File: src/rtl/irq_ctl_pkg.sv
package irq_ctl_pkg;
  localparam int REG_W   = 8;
  localparam int B_GEN   = 7;
  localparam int B_GRPEN = 6;
  localparam int B_TMREN = 5;
  localparam int B_EXTEN = 4;
  localparam int B_CHGEN = 3;
  localparam int B_TMRFL = 2;
  localparam int B_EXTFL = 1;
  localparam int B_CHGFL = 0;

  typedef enum logic [1:0] {
    A_CORE = 2'd0,
    A_PEN  = 2'd1,
    A_PFLG = 2'd2,
    A_PORT = 2'd3
  } irq_addr_e;
endpackage

File: src/rtl/irq_rst_sync.sv
module irq_rst_sync #(
  parameter int STAGES = 2
) (
  input  logic clk,
  input  logic rst_ni,
  output logic rst_no
);
  logic [STAGES-1:0] chain_q;
  logic [STAGES-1:0] chain_d;

  always_comb begin
    chain_d = {chain_q[STAGES-2:0], 1'b1};
  end

  always_ff @(posedge clk or negedge rst_ni) begin
    if (!rst_ni) chain_q <= '0;
    else         chain_q <= chain_d;
  end

  assign rst_no = chain_q[STAGES-1];
endmodule

File: src/rtl/irq_sync.sv
module irq_sync #(
  parameter int W      = 1,
  parameter int STAGES = 2
) (
  input  logic         clk,
  input  logic         rst_n,
  input  logic [W-1:0] d,
  output logic [W-1:0] q
);
  logic [W-1:0] stg_q [STAGES];

  for (genvar i = 0; i < STAGES; i++) begin : g_stage
    if (i == 0) begin : g_first
      always_ff @(posedge clk or negedge rst_n) begin
        if (!rst_n) stg_q[i] <= '0;
        else        stg_q[i] <= d;
      end
    end else begin : g_rest
      always_ff @(posedge clk or negedge rst_n) begin
        if (!rst_n) stg_q[i] <= '0;
        else        stg_q[i] <= stg_q[i-1];
      end
    end
  end

  assign q = stg_q[STAGES-1];
endmodule

File: src/rtl/irq_evt_detect.sv
module irq_evt_detect #(
  parameter int PORT_W = 4,
  parameter int SYNC_N = 2
) (
  input  logic              clk,
  input  logic              rst_n,
  input  logic              ext_in,
  input  logic [PORT_W-1:0] port_in,
  input  logic              snap_req,
  output logic              ext_rise,
  output logic              port_chg,
  output logic [PORT_W-1:0] port_s
);
  logic              ext_s;
  logic              ext_d_q;
  logic [PORT_W-1:0] ref_q;
  logic [PORT_W-1:0] ref_d;

  irq_sync #(.W(1), .STAGES(SYNC_N)) u_ext_sync (
    .clk   (clk),
    .rst_n (rst_n),
    .d     (ext_in),
    .q     (ext_s)
  );

  irq_sync #(.W(PORT_W), .STAGES(SYNC_N)) u_port_sync (
    .clk   (clk),
    .rst_n (rst_n),
    .d     (port_in),
    .q     (port_s)
  );

  always_comb begin
    ref_d    = snap_req ? port_s : ref_q;
    ext_rise = ext_s & ~ext_d_q;
    port_chg = |(port_s ^ ref_q);
  end

  always_ff @(posedge clk or negedge rst_n) begin
    if (!rst_n) begin
      ext_d_q <= 1'b0;
      ref_q   <= '0;
    end else begin
      ext_d_q <= ext_s;
      if (snap_req) ref_q <= ref_d;
    end
  end
endmodule

File: src/rtl/irq_regs.sv
module irq_regs
  import irq_ctl_pkg::*;
#(
  parameter int NPER = 4
) (
  input  logic             clk,
  input  logic             rst_n,
  input  logic             wr_core,
  input  logic             wr_pen,
  input  logic             wr_pflg,
  input  logic [REG_W-1:0] wdata,
  input  logic             set_tmr,
  input  logic             set_ext,
  input  logic             set_chg,
  input  logic [NPER-1:0]  pevt,
  output logic [REG_W-1:0] ctl_q,
  output logic [NPER-1:0]  pen_q,
  output logic [NPER-1:0]  pflg_q
);
  logic [REG_W-1:0] ctl_d;
  logic [NPER-1:0]  pen_d;
  logic [NPER-1:0]  pflg_d;
  logic             ctl_en;
  logic             pflg_en;
  logic [REG_W-1:0] set_vec;

  always_comb begin
    set_vec          = '0;
    set_vec[B_TMRFL] = set_tmr;
    set_vec[B_EXTFL] = set_ext;
    set_vec[B_CHGFL] = set_chg;

    ctl_en  = wr_core | (|set_vec);
    ctl_d   = (wr_core ? wdata : ctl_q) | set_vec;

    pen_d   = wdata[NPER-1:0];

    pflg_en = wr_pflg | (|pevt);
    pflg_d  = (wr_pflg ? wdata[NPER-1:0] : pflg_q) | pevt;
  end

  always_ff @(posedge clk or negedge rst_n) begin
    if (!rst_n) begin
      ctl_q  <= '0;
      pen_q  <= '0;
      pflg_q <= '0;
    end else begin
      if (ctl_en)  ctl_q  <= ctl_d;
      if (wr_pen)  pen_q  <= pen_d;
      if (pflg_en) pflg_q <= pflg_d;
    end
  end
endmodule

File: src/rtl/irq_ctl_reg.sv
module irq_ctl_reg
  import irq_ctl_pkg::*;
#(
  parameter int NPER   = 4,
  parameter int PORT_W = 4,
  parameter int SYNC_N = 2
) (
  input  logic              clk,
  input  logic              rst_n,
  input  logic              bus_wr,
  input  logic              bus_rd,
  input  logic [1:0]        bus_addr,
  input  logic [REG_W-1:0]  bus_wdata,
  output logic [REG_W-1:0]  bus_rdata,
  input  logic              tmr_ovf,
  input  logic              ext_in,
  input  logic [PORT_W-1:0] port_hi,
  input  logic [NPER-1:0]   per_evt,
  output logic              irq
);
  logic              rst_sync_n;
  logic              ext_rise;
  logic              port_chg;
  logic [PORT_W-1:0] port_s;
  logic              snap_req;
  logic              wr_core;
  logic              wr_pen;
  logic              wr_pflg;
  logic [REG_W-1:0]  ctl_q;
  logic [NPER-1:0]   pen_q;
  logic [NPER-1:0]   pflg_q;
  logic              core_hit;
  logic              grp_hit;
  irq_addr_e         sel;

  assign sel = irq_addr_e'(bus_addr);

  irq_rst_sync #(.STAGES(2)) u_rst (
    .clk    (clk),
    .rst_ni (rst_n),
    .rst_no (rst_sync_n)
  );

  always_comb begin
    wr_core  = bus_wr && (sel == A_CORE);
    wr_pen   = bus_wr && (sel == A_PEN);
    wr_pflg  = bus_wr && (sel == A_PFLG);
    snap_req = bus_rd && (sel == A_PORT);
  end

  irq_evt_detect #(.PORT_W(PORT_W), .SYNC_N(SYNC_N)) u_evt (
    .clk      (clk),
    .rst_n    (rst_sync_n),
    .ext_in   (ext_in),
    .port_in  (port_hi),
    .snap_req (snap_req),
    .ext_rise (ext_rise),
    .port_chg (port_chg),
    .port_s   (port_s)
  );

  irq_regs #(.NPER(NPER)) u_regs (
    .clk     (clk),
    .rst_n   (rst_sync_n),
    .wr_core (wr_core),
    .wr_pen  (wr_pen),
    .wr_pflg (wr_pflg),
    .wdata   (bus_wdata),
    .set_tmr (tmr_ovf),
    .set_ext (ext_rise),
    .set_chg (port_chg),
    .pevt    (per_evt),
    .ctl_q   (ctl_q),
    .pen_q   (pen_q),
    .pflg_q  (pflg_q)
  );

  always_comb begin
    bus_rdata = '0;
    unique case (sel)
      A_CORE: bus_rdata = ctl_q;
      A_PEN:  bus_rdata[NPER-1:0] = pen_q;
      A_PFLG: bus_rdata[NPER-1:0] = pflg_q;
      A_PORT: bus_rdata[PORT_W-1:0] = port_s;
      default: bus_rdata = '0;
    endcase
  end

  always_comb begin
    core_hit = (ctl_q[B_TMREN] & ctl_q[B_TMRFL])
             | (ctl_q[B_EXTEN] & ctl_q[B_EXTFL])
             | (ctl_q[B_CHGEN] & ctl_q[B_CHGFL]);
    grp_hit  = ctl_q[B_GRPEN] & (|(pen_q & pflg_q));
    irq      = ctl_q[B_GEN] & (core_hit | grp_hit);
  end
endmodule

File: config.mk
export PLATFORM = sky130hd
export DESIGN_NAME = irq_ctl_reg
export DESIGN_NICKNAME = d
export VERILOG_FILES = /design/src/rtl/irq_ctl_pkg.sv /design/src/rtl/irq_rst_sync.sv /design/src/rtl/irq_sync.sv /design/src/rtl/irq_evt_detect.sv /design/src/rtl/irq_regs.sv /design/src/rtl/irq_ctl_reg.sv
export SDC_FILE = /design/constraint.sdc
export NUM_CORES = 1
export LEC_CHECK = 0
export BUFFER_PORTS_ARGS = -buffer_cell sky130_fd_sc_hd__buf_2
export CORE_ASPECT_RATIO = 1.75
export CORE_MARGIN = 4
export CORE_UTILIZATION = 51
export DETAILED_ROUTE_END_ITERATION = 8
export PLACE_DENSITY_LB_ADDON = 0.08
export SYNTH_ARGS = -nofsm -noshare
export SYNTH_HDL_FRONTEND = slang
export SYNTH_SLANG_ARGS = --single-unit
File: constraint.sdc
create_clock -name clk -period 1.6 [get_ports clk]
set_clock_uncertainty 0.2 [all_clocks]
set_input_delay 0.16 -clock clk [delete_from_list [all_inputs] [get_ports clk]]
set_output_delay 0.16 -clock clk [all_outputs]
set_load 0.05 [all_outputs]
After elaboration in Yosys (flattened, before gate mapping)
Cells that the tools add are included.
{"block": "totals", "elab_cells": 42, "out_inout_bits": 9, "reg_bits": 33, "in_bits": 24}
{"block": "op_classes", "bitwise": 16, "mux": 4, "eq_ne": 3, "reduce_logical": 9}
{"cell": "4-bit one-hot mux with 4 select lines", "count": 1}
{"cell": "4-bit OR reduction", "count": 3}
{"cell": "4-bit 2-to-1 mux", "count": 2}
{"cell": "8-bit 2-to-1 mux", "count": 1}
{"cell": "8-bit by 3-bit OR with 8-bit output", "count": 1}
{"cell": "1-bit bitwise AND", "count": 6}
{"cell": "6-bit OR reduction", "count": 1}
{"cell": "1-bit OR", "count": 5}
{"cell": "4-bit bitwise AND", "count": 1}
{"cell": "2-bit equality test (second input constant)", "count": 2}
{"cell": "1-bit logical AND", "count": 4}
{"cell": "4-bit OR", "count": 1}
{"cell": "4-bit XOR", "count": 1}
{"cell": "2-bit by 1-bit equality test with 1-bit output (second input constant)", "count": 1}
{"cell": "2-bit zero test", "count": 1}
{"cell": "1-bit inverter", "count": 1}

Logic depth before layout (Yosys ltp)
{"block": "depth", "depth_word": 5, "ltp_mapped": 5, "ltp_nobuf": 3}

By module
Synthesis repeated with hierarchy kept, for this count alone.
{"block": "hier_totals", "cells_unflattened": 93, "hier_area_um2": 1380.1}
{"module": "irq_regs", "area_per_inst_um2": 621.8, "seq_area_each_um2": 400.4, "instances": 1, "cells_each": 40}
{"module": "irq_sync at u_evt.u_port_sync", "area_per_inst_um2": 230.2, "seq_area_each_um2": 200.2, "instances": 1, "cells_each": 12}
{"module": "irq_evt_detect", "area_per_inst_um2": 217.7, "seq_area_each_um2": 125.1, "instances": 1, "cells_each": 15}
{"module": "irq_ctl_reg", "area_per_inst_um2": 206.4, "seq_area_each_um2": 0.0, "instances": 1, "cells_each": 21}
{"module": "irq_rst_sync", "area_per_inst_um2": 53.8, "seq_area_each_um2": 50.0, "instances": 1, "cells_each": 3}
{"module": "irq_sync at u_evt.u_ext_sync", "area_per_inst_um2": 50.0, "seq_area_each_um2": 50.0, "instances": 1, "cells_each": 2}

Worst setup path before layout
No wires, ideal clock.
{"block": "synth_timing", "kind": "reg-to-output", "from": "reg u_regs.pen_q[2]", "to": "out irq", "required_ns": 1.240, "n_path_buf": 0, "path_slack_ns": -0.436, "path_stages_with_launch": 4, "arrival_time_ns": 1.676, "cell_sequence": "dfrtp_1 > a22o_1 > o21ai_0 > a21boi_0"}
{"block": "synth_via", "elab_chain_len": 5}
{"element": "from (decl)", "line": "irq_regs.sv:17", "text": "output logic [NPER-1:0] pen_q,"}
{"element": "from (signal assigned)", "line": "irq_regs.sv:49", "text": "if (wr_pen) pen_q <= pen_d;"}
{"element": "4-bit bitwise AND", "line": "irq_ctl_reg.sv:93", "text": "grp_hit = ctl_q[B_GRPEN] & (|(pen_q & pflg_q));"}
{"element": "4-bit OR reduction", "line": "irq_ctl_reg.sv:93"}
{"element": "1-bit bitwise AND", "line": "irq_ctl_reg.sv:93"}
{"element": "1-bit OR", "line": "irq_ctl_reg.sv:94", "text": "irq = ctl_q[B_GEN] & (core_hit | grp_hit);"}
{"element": "1-bit bitwise AND", "line": "irq_ctl_reg.sv:94"}
{"element": "to (decl)", "line": "irq_ctl_reg.sv:19", "text": "output logic irq"}
No other way between the ends.

Worst setup path in the final report
{"block": "layout_timing", "from": "reg u_evt.u_port_sync.stg_q (netlist bit u_evt.u_port_sync.q[2])", "to": "out bus_rdata[2]"}
{"block": "layout_via", "elab_chain_len": 1}
{"element": "from (decl)", "line": "irq_sync.sv:10", "text": "logic [W-1:0] stg_q [STAGES];"}
{"element": "from (signal, indexed assignment)", "line": "irq_sync.sv:21", "text": "else stg_q[i] <= stg_q[i-1];"}
{"element": "4-bit one-hot mux with 4 select lines", "line": "irq_ctl_reg.sv:80", "text": "unique case (sel)"}
{"element": "to (decl)", "line": "irq_ctl_reg.sv:14", "text": "output logic [REG_W-1:0] bus_rdata,"}
No other way between the ends.

==> summary.md <==
| Metric | Value |
|---|---|
| Run status | `finished, violations left` |
| Violated checks | `negative setup slack` |
| Largest net degree at the start of global routing | `32` |
| Violation count after the first detailed-route iteration | `20` |
| Switch share | `0.259` |
| Yosys warnings | `0` |
| Detailed-route DRC error count | `0` |
| R2R Setup Slk | `0.17 ns` |
| Routability Congestion | `0.816` |
| Async S/R FF share, synth | `1.00` |
| Clock Latency Late Sink | `0.28 ns` |
| Final setup viols | `5` |
| R2R depth | `4` |
| R2R Path End | `u_regs.ctl_q[0]$_DFFE_PN0P_` |
| DIE WIDTH | `47.2 µm` |
| Die footprint | `3610 µm²` |
| Fillers | `177` |
| Primary FF master, synth | `dfrtp_1` |
| RR Startpoint | `u_evt.u_port_sync.q[1]$_DFF_PN0_` |
| IO Count | `33` |
| DRT Wirelength | `2830 µm` |
| Finished Layout Cells | `189` |
| TritonCTS clock tree | `built` |
| Critical path launch point type | `flip-flop` |
| Syn Nets | `120` |
| Core ar. | `2520 µm²` |
| Net Switching | `580 µW` |
| Clock Path Buffers | `2` |
| H-Tree Depth | `2` |
| Comb pwr share | `0.201` |
| Sequential share of power | `0.439` |
| Synth cell types | `24` |
| Tcrit/Tclk final | `1.09` |
| Sequential-to-total area share from yosys stat | `0.603` |
| Max Slew Vio Count | `0` |
| Worst Setup SP | `u_evt.u_port_sync.q[2]$_DFF_PN0_` |
| Initial antenna violation count | `0` |
| Crit Path Category | `flip-flop to output pin` |
| WHS | `0.0483 ns` |
| Post-synth EDFFs | `0` |
| Root Driver | `clkbuf_8` |
| Hold Vio Cnt, Final | `0` |
| Final worst slack | `-0.137 ns` |
| Crit path time final | `1.74 ns` |
| Share of layout cells above drive strength 1 | `0.399` |
| Main combinational cell family by area after synthesis | `multiplexers` |
| Worst EP required | `1.24 ns` |
| Vias/cell | `5.28` |
| Simple logic cell fraction of the synthesized area | `0.0785` |
| CTS clk-pin slew, worst paths | `0.07 ns` |
| Capture point of the worst path | `bus_rdata[2]` |
| Vias in the first global route | `1032` |
| Initial Utilization | `0.543` |
| Mean Syn Cell Area | `14.3 µm²` |
| Post-Place Cells | `154` |
| Crit path arrival time | `1.38 ns` |
| Setup WS pre-CTS | `0.0885 ns` |
| Mean routed wirelength per cell | `15.0 µm` |
| Crit end category | `output pin` |
| Adder-cell share of the synthesized area | `0` |
| I/O Buffers | `32` |
| Row count | `24` |
| Xor/xnor share of the synthesized area | `0.0256` |
| Synth Cell Area | `1370 µm²` |
| Final Instance Area | `1950 µm²` |
| Post-synthesis mux area share | `0.178` |
| Total grt overflow | `0` |
| DIE HEIGHT | `76.6 µm` |
| VDD IR max | `995 µV` |
| Internal | `1.66 mW` |
| Antenna Cells | `0` |
| Nets | `186` |
| Num CTS Buffers | `5` |
| Proportion of power drawn by the clock network | `0.360` |
| Hold/Removal Path Class | `flip-flop to async pin` |
| HPWL after DPL | `1910 µm` |
| RSZ-0062 raised after global routing | `yes` |
| Critical-path maximum fanout | `2` |
| Area Growth Syn to Fin | `42.6%` |
| PD cells | `1150 nW/µm²` |
| Max-cap violations | `0` |
| Compound-Gate Fraction of Synth Area | `0.0740` |
| Leak | `0.933 nW` |
| Yosys reg bits | `33` |
| Vias | `997` |
| Drt pass-1 iters | `4` |
| Routed Antenna Nets | `0` |
| Gr usage total | `0.186` |
| Cells after Synth | `96` |
| Area after DPL | `1560 µm²` |
| Peak Freq | `576 MHz` |
| Clock net sink count | `33` |
| First-pass GRT wire length | `4770 µm` |
==> routing by layer <==
metal / share of wire / global-route usage / wire (µm)
met1: 0.38 / 0.234 / 1090
met2: 0.53 / 0.272 / 1490
met3: 0.064 / 0.0544 / 182
met4: 0.023 / 0.105 / 65
met5: 0 / 0 / 0
==> cell type report <==
class / instances / area (µm²) / share of cell area
Inverter: 6 / 22.5 / 0.0115
Sequential cell: 33 / 826 / 0.423
Tap cell: 26 / 32.5 / 0.0166
Clock buffer: 6 / 82.6 / 0.0423
Multi-Input combinational cell: 54 / 484 / 0.248
Clock inverter: 2 / 37.5 / 0.0192
Timing Repair Buffer: 62 / 469 / 0.240
==> critical path, stage by stage, from the launching register on <==
cell and delay [ns]:
dfrtp_1 0.41, mux4_2 0.51, buf_6 0.17
==> placed cells by master (no fill, tap or decap), drive strengths merged <==
cell and count:
a211o 4, a21boi 1, a222oi 1, a22o 2
and2 4, buf 41, bufinv 1, clkbuf 6
clkinvlp 1, conb 1, dfrtp 33, dlygate4sd3 21
inv 6, mux2 11, mux4 4, nand2 5
nand3 3, nand3b 2, nor2 5, nor4 1
o211ai 1, o21ai 3, o221ai 1, or3b 1
xor2 4
==> power by group through the flow <==
| stage | logic (mW) | clock network (mW) | registers (mW) |
|---|---|---|---|
| 3_3_place_gp | 0.357 | 0 | 0.994 |
| 6_report | 0.451 | 0.807 | 0.983 |
| 4_1_cts | 0.449 | 0.824 | 0.983 |
| 3_5_place_dp | 0.363 | 0 | 0.998 |
| 2_1_floorplan | 0.275 | 0 | 0.988 |
| 5_1_grt | 0.489 | 0.866 | 0.991 |
==> cell usage after synthesis, types with 2 or more instances <==
| master | instances | area, µm² |
|---|---|---|
| a22o_1 | 2 | 17.5 |
| o21ai_0 | 3 | 15.0 |
| mux2_4 | 5 | 75.1 |
| and2_1 | 4 | 25.0 |
| nand3_1 | 3 | 15.0 |
| mux2_2 | 6 | 67.6 |
| a211o_1 | 4 | 35.0 |
| nor2_1 | 5 | 18.8 |
| nand2_1 | 5 | 18.8 |
| inv_1 | 6 | 22.5 |
| buf_6 | 2 | 22.5 |
| dfrtp_1 | 33 | 826 |
| xor2_1 | 4 | 35.0 |
| mux4_1 | 3 | 78.8 |
| nand3b_1 | 2 | 15.0 |
==> per-stage QoR <==
stage | setup TNS [ns] | util | total power [mW]
floorplan | 0 | - | 1.26
finish | -0.549 | 0.775 | 2.24
global placement | 0 | 0.618 | 1.35
global route | -0.830 | 0.775 | 2.35
CTS | -0.633 | 0.766 | 2.26
detailed placement | 0 | 0.618 | 1.36
==> state kept, by name (all words and copies together), names as in the netlist <==
name and count:
u_evt.u_port_sync.stg_q 4, u_regs.ctl_q 8, u_evt.u_port_sync.q 4, u_evt.u_ext_sync.q 1, u_rst.chain_q 2, u_regs.pflg_q 4
u_evt.u_ext_sync.stg_q 1, u_evt.ext_d_q 1, u_regs.pen_q 4, u_evt.ref_q 4
==> how the worst min path moves through the flow <==
stage                                           from                                    to  slack, ns
after floorplan                                rst_n            u_rst.chain_q[0]$_DFF_PN0_      -0.34
final                     u_rst.chain_q[1]$_DFF_PN0_      u_evt.u_port_sync.q[2]$_DFF_PN0_       0.05
after detailed placement                       rst_n            u_rst.chain_q[1]$_DFF_PN0_      -0.25
after global placement                         rst_n            u_rst.chain_q[0]$_DFF_PN0_      -0.26
after CTS                 u_rst.chain_q[1]$_DFF_PN0_      u_evt.u_port_sync.q[2]$_DFF_PN0_       0.07
after global routing      u_rst.chain_q[1]$_DFF_PN0_  u_evt.u_port_sync.stg_q[4]$_DFF_PN0_       0.10
==> logic make-up after synthesis <==
family,count (synthesis)
buffers and inverters,9
XOR/XNOR,4
other,1
multiplexers,15
AND/OR/NAND/NOR,21
AO/OA/AOI/OAI,13
flip-flops,33
==> timing repair <==
item,CTS,global route
hold buffers,21,0
hold endpoints to repair,23,0
setup endpoints to repair,5,5
setup buffers,3,3
gates resized for setup,14,0
pin swaps,1,1
No activity file was read; power rests on OpenSTA's default activity.
